<file path="src/rtl/sha_rnd_pkg.sv">
package sha_rnd_pkg;
  localparam int WORD_W  = 32;
  localparam int NUM_WD  = 8;
  localparam int STATE_W = WORD_W * NUM_WD;

  // rotation amounts of the two big-sigma functions
  localparam int S1_R0 = 6;
  localparam int S1_R1 = 11;
  localparam int S1_R2 = 25;
  localparam int S0_R0 = 2;
  localparam int S0_R1 = 13;
  localparam int S0_R2 = 22;

  // word positions inside the packed state, a in the lowest slot
  localparam int IX_A = 0;
  localparam int IX_B = 1;
  localparam int IX_C = 2;
  localparam int IX_D = 3;
  localparam int IX_E = 4;
  localparam int IX_F = 5;
  localparam int IX_G = 6;
  localparam int IX_H = 7;

  typedef logic [WORD_W-1:0] word_t;
  typedef logic [NUM_WD-1:0][WORD_W-1:0] state_t;

  function automatic word_t rotr(input word_t x, input int n);
    return (x >> n) | (x << (WORD_W - n));
  endfunction

  function automatic word_t big_s1(input word_t x);
    return rotr(x, S1_R0) ^ rotr(x, S1_R1) ^ rotr(x, S1_R2);
  endfunction

  function automatic word_t big_s0(input word_t x);
    return rotr(x, S0_R0) ^ rotr(x, S0_R1) ^ rotr(x, S0_R2);
  endfunction

  function automatic word_t choose(input word_t s, input word_t p, input word_t q);
    return (s & p) ^ (~s & q);
  endfunction

  function automatic word_t major(input word_t x, input word_t y, input word_t z);
    return (x & y) ^ (x & z) ^ (y & z);
  endfunction
endpackage

</file>
<file path="src/rtl/sha_rnd_mix.sv">
module sha_rnd_mix
  import sha_rnd_pkg::*;
(
  input  state_t cur,
  input  word_t  rk,
  input  word_t  sw,
  output state_t nxt
);
  word_t t1;
  word_t t2;

  // sums wrap at WORD_W bits by width of word_t
  always_comb begin
    t1 = cur[IX_H] + big_s1(cur[IX_E]) + choose(cur[IX_E], cur[IX_F], cur[IX_G]) + rk + sw;
    t2 = big_s0(cur[IX_A]) + major(cur[IX_A], cur[IX_B], cur[IX_C]);
  end

  assign nxt[IX_A] = t1 + t2;
  assign nxt[IX_E] = cur[IX_D] + t1;

  // plain shift of the remaining words down one slot
  for (genvar i = 1; i < NUM_WD; i++) begin : g_move
    if (i != IX_E) begin : g_cp
      assign nxt[i] = cur[i-1];
    end
  end
endmodule

</file>
<file path="src/rtl/sha_rnd_slot.sv">
module sha_rnd_slot #(
  parameter int DW = 256
) (
  input  logic          clk,
  input  logic          rst_n,
  input  logic          up_valid,
  output logic          up_ready,
  input  logic [DW-1:0] up_data,
  output logic          dn_valid,
  input  logic          dn_ready,
  output logic [DW-1:0] dn_data
);
  logic          full_q;
  logic [DW-1:0] data_q;
  logic          take;

  assign up_ready = !full_q || dn_ready;
  assign take     = up_valid && up_ready;

  always_ff @(posedge clk) begin
    if (!rst_n) begin
      full_q <= 1'b0;
    end else if (take) begin
      full_q <= 1'b1;
    end else if (dn_ready) begin
      full_q <= 1'b0;
    end
  end

  // data register carries no reset so it maps onto plain flops
  always_ff @(posedge clk) begin
    if (take) data_q <= up_data;
  end

  assign dn_valid = full_q;
  assign dn_data  = data_q;

  a_r6_load: assert property (@(posedge clk) disable iff (!rst_n)
    (up_valid && up_ready) |=> dn_valid);
  a_r7_hold: assert property (@(posedge clk) disable iff (!rst_n)
    (dn_valid && !dn_ready) |=> (dn_valid && $stable(dn_data)));
  a_r8_block: assert property (@(posedge clk) disable iff (!rst_n)
    (dn_valid && !dn_ready) |-> !up_ready);
  a_r9_drain: assert property (@(posedge clk) disable iff (!rst_n)
    (dn_valid && dn_ready && !up_valid) |=> !dn_valid);
endmodule

</file>
<file path="src/rtl/sha_round_stage.sv">
module sha_round_stage
  import sha_rnd_pkg::*;
(
  input  logic        clk,
  input  logic        rst_n,
  input  logic        in_valid,
  output logic        in_ready,
  input  logic [31:0] in_a,
  input  logic [31:0] in_b,
  input  logic [31:0] in_c,
  input  logic [31:0] in_d,
  input  logic [31:0] in_e,
  input  logic [31:0] in_f,
  input  logic [31:0] in_g,
  input  logic [31:0] in_h,
  input  logic [31:0] in_k,
  input  logic [31:0] in_w,
  output logic        out_valid,
  input  logic        out_ready,
  output logic [31:0] out_a,
  output logic [31:0] out_b,
  output logic [31:0] out_c,
  output logic [31:0] out_d,
  output logic [31:0] out_e,
  output logic [31:0] out_f,
  output logic [31:0] out_g,
  output logic [31:0] out_h
);
  state_t cur_st;
  state_t nxt_st;
  state_t res_st;

  assign cur_st[IX_A] = in_a;
  assign cur_st[IX_B] = in_b;
  assign cur_st[IX_C] = in_c;
  assign cur_st[IX_D] = in_d;
  assign cur_st[IX_E] = in_e;
  assign cur_st[IX_F] = in_f;
  assign cur_st[IX_G] = in_g;
  assign cur_st[IX_H] = in_h;

  sha_rnd_mix u_mix (
    .cur (cur_st),
    .rk  (in_k),
    .sw  (in_w),
    .nxt (nxt_st)
  );

  sha_rnd_slot #(.DW(STATE_W)) u_slot (
    .clk      (clk),
    .rst_n    (rst_n),
    .up_valid (in_valid),
    .up_ready (in_ready),
    .up_data  (nxt_st),
    .dn_valid (out_valid),
    .dn_ready (out_ready),
    .dn_data  (res_st)
  );

  assign out_a = res_st[IX_A];
  assign out_b = res_st[IX_B];
  assign out_c = res_st[IX_C];
  assign out_d = res_st[IX_D];
  assign out_e = res_st[IX_E];
  assign out_f = res_st[IX_F];
  assign out_g = res_st[IX_G];
  assign out_h = res_st[IX_H];

  a_r4_shift: assert property (@(posedge clk) disable iff (!rst_n)
    (in_valid && in_ready) |=> (out_b == $past(in_a) && out_c == $past(in_b) &&
                                out_d == $past(in_c) && out_f == $past(in_e) &&
                                out_g == $past(in_f) && out_h == $past(in_g)));
  a_r1_idle: assert property (@(posedge clk) !rst_n |=> !out_valid);
endmodule

</file>
<file path="config.mk">
export PLATFORM = sky130hd
export DESIGN_NAME = sha_round_stage
export DESIGN_NICKNAME = d
export VERILOG_FILES = /design/src/rtl/sha_rnd_pkg.sv /design/src/rtl/sha_rnd_mix.sv /design/src/rtl/sha_rnd_slot.sv /design/src/rtl/sha_round_stage.sv
export SDC_FILE = /design/constraint.sdc
export NUM_CORES = 1
export LEC_CHECK = 0
export BUFFER_PORTS_ARGS = -buffer_cell sky130_fd_sc_hd__buf_2
export CAP_MARGIN = 20
export CORE_AREA = 5 5 224 226
export CTS_CLUSTER_SIZE = 12
export DETAILED_ROUTE_END_ITERATION = 12
export DIE_AREA = 0 0 229 231
export MAX_ROUTING_LAYER = met4
export SLEW_MARGIN = 5
export SYNTH_ARGS = -nofsm -noshare
export SYNTH_HDL_FRONTEND = slang
export SYNTH_SLANG_ARGS = --single-unit
</file>
<file path="constraint.sdc">
create_clock -name clk -period 13.4 [get_ports clk]
set_clock_uncertainty 0.05 [all_clocks]
set_input_delay 1.34 -clock clk [delete_from_list [all_inputs] [get_ports clk]]
set_output_delay 1.34 -clock clk [all_outputs]
set_load 0.02 [all_outputs]
</file>
==> summary.md <==
| Metric | Value |
|---|---|
| Cells after DPL | 2641 |
| Via density | 4.82 |
| Post-synth ARST share | 0 |
| GR met1 Demand/Resource | 0.265 |
| CTS max path bufs | 3 |
| Hold path startpoint | u_slot.dn_valid |
| # DRC | 0 |
| CP Launch Type | input pin |
| Met2 GRT Util | 0.408 |
| CTS Sinks | 257 |
| Hold Crit Class | flop to flop |
| Rows | 81 |
| Multi-input gate area | 8730 sq um |
| Post-synthesis sequential area ratio | 0.441 |
| # nets final | around 2.6k |
| CP Buf/Inv Count | 2 |
| # fillers | approximately 4.5k |
| Die W | approximately 230 um |
| Largest net degree at the start of global routing | 79 |
| Post-synth EDFFs | 256 |
| Worst-skew pair later-pin latency | 0.57 ns |
| Fmax | between 100 and 150 MHz |
| Starting DRT DRC Count | just over 500 |
| Synth Area in Adders | 0.222 |
| Total track usage | 0.226 |
| Worst slew pin tran | roughly 1 ns |
| RSZ-0062 raised after global routing | no |
| Reg-to-Reg Start | u_slot.dn_valid |
| Fin crit period | roughly 8.0 ns |
| CTS tree | yes |
| Worst slew margin | 0.328 |
| WS Path Type | input pin to flop |
| XOR/XNOR share of the synthesized area | 0.110 |
| GRT Residual Overflow | 0 |
| Num CTS Buffers | 30 |
| Drt first pass iters | 5 |
| Synth cell types | 73 |
| Die footprint | 52900 sq um |
| Maxcap violations | 0 |
| Hold slack | between 0.5 and 0.6 ns |
| Top delay family on crit path | compound AO/OA/AOI/OAI gates |
| CP most frequent cell | fa_1 |
| Global routing's busiest layer | met2 |
| Mapped Area | 17500 sq um |
| Post-CTS Resized | 0 |
| Final WL | 60600 um |
| R2R Setup Slk | 10.91 ns |
| Syn Nets | 1999 |
| Initial antenna violation count | 9 |
| Setup tns final | 0 ns |
| Fin. max-slew vios | 0 |
| Gate count after technology mapping | 1457 |
| CP max-delay cell | fa_1 |
| Clock root buffer | clkbuf_16 |
| CP Capture Type | flop |
| IO Pins | roughly 580 |
| Main combinational cell family by area after synthesis | adder cells |
| WP data arrival | 8.24 ns |
| Area occupied by registers | 7710 sq um |
| CTS H-Tree Depth | 1 |
| Routed len/inst | 22.4 um |
| Max stage delay on crit path | 0.49 ns |
| Final period util | 0.595 |
| Initial Utilization | 0.363 |
| CP Launch Point | in_e[12] |
| Simple-gate area share of the yosys netlist | 0.0457 |
| DRT antenna net count | 0 |
| I/O Buffers | approximately 580 |
| Post-synth top flop | edfxtp_1 |
| Non-Filler Instances | between 2k and 3k |
| CP max FO | 5 |
| Synthesized area per cell | 12.0 sq um |
| Core Region | around 48000 sq um |
| Clock transition at path regs | approximately 0.060 ns |
| Status | finished, final reports clean |
| Post-CTS setup buffers | 0 |
| Setup violators final | 0 |
| YS warnings | 0 |
| Vias in the first global route | around 14k |
| Final Hold Fails | 0 |
| DP HPWL | 51900 um |
| Multiplexer share of the synthesized area | 0.0197 |
| Share of cells above drive strength 1 | 0.318 |
| Die Y | 231 um |
| Synth Area in Compound Gates | 0.102 |
| Data required, critical path | approximately 14 ns |
| GP Congestion | between 0.9 and 1 |
| Met3 Use GR | 0.0348 |
| Area growth syn-to-layout | 26.4% |
| Synthesized flop and latch total | 257 |
| Hold_buf cts | 0 |
| First-pass GRT wire length | 87400 um |
| Detailed-route via count | 13.0k |
sequential cells by signal, summed over array words and instances, names as in the netlist:
register         flops
u_slot.dn_data     256
u_slot.dn_valid      1
stage by stage:
stage / worst slack [ns] / utilization / area (sq um)
floorplan: 5.26 / - / 17500
global placement: 5.06 / 0.438 / 21100
detailed placement: 4.82 / 0.438 / 21100
CTS: 5.41 / 0.458 / 22100
global route: 4.99 / 0.459 / 22100
finish: 5.42 / 0.459 / 22100
worst paths after layout:
path / cells after the start / endpoint
worst max-delay path: 28 / u_slot.dn_data[31]
worst min register to register: 2 / u_slot.dn_valid
worst max register to register: 3 / u_slot.dn_data[15]
worst min-delay path: 2 / u_slot.dn_valid
routing by layer:
metal	vias up	share of wire	wire, um
li1	6173	-	-
met1	6299	0.39	23800
met2	495	0.53	31900
met3	74	0.057	3470
met4	0	0.023	1380
met5	-	0	0
cells in the final DEF, fill, tap and decap left out, types with 9 or more instances in the layout:
master	count
buf_2	581
edfxtp_1	256
inv_1	254
xnor2_1	167
fa_1	125
ha_1	93
a21oi_1	79
nand2_1	51
xor2_1	48
o21ai_0	45
a21o_1	43
nor2_1	43
clkbuf_16	30
mux2i_1	22
maj3_1	21
o21ai_1	16
a31oi_1	13
mux2_2	11
nor2b_1	11
nand2b_1	10
o21a_1	9
nand4_1	9
o21bai_1	9
cell type report:
class                   instances  area share
well taps                     622      0.0352
clock buffers                  38      0.0354
flip-flops and latches        257       0.349
repair buffers                584       0.133
clock inverters                18     0.00822
multi-input cells             923       0.395
inverters                     255      0.0434
diodes                          6    0.000680
tightest hold or removal path, delay by kind of cell (launching register included):
family,cells,cell delay (ns)
AND/OR/NAND/NOR,1,0.11
flip-flops,1,0.31
AO/OA/AOI/OAI,1,0.09
cells in the mapped netlist, drive strengths merged (10+ instances only):
master  instances  area, sq um
edfxtp        256         7690
inv           254          953
xnor2         169         1510
fa            125         2500
ha             93         1160
a21oi          79          395
o21ai          64          339
nand2          51          191
xor2           48          420
nor2           44          168
a21o           43          323
clkbuf         22         82.6
mux2i          22          220
maj3           21          210
a31oi          13         81.3
mux2           11          124
nor2b          11         68.8
nand2b         10         62.6
o21a           10         76.3
logic make-up after synthesis:
kind of cell / Yosys count
AO/OA/AOI/OAI: 269
flip-flops: 257
AND/OR/NAND/NOR: 165
XOR/XNOR: 217
buffers and inverters: 277
adder cells (fa/ha/maj): 239
multiplexers: 33
Power is not shown: default switching activity piles up to over one toggle a cycle in this logic, so the estimate is an artifact.
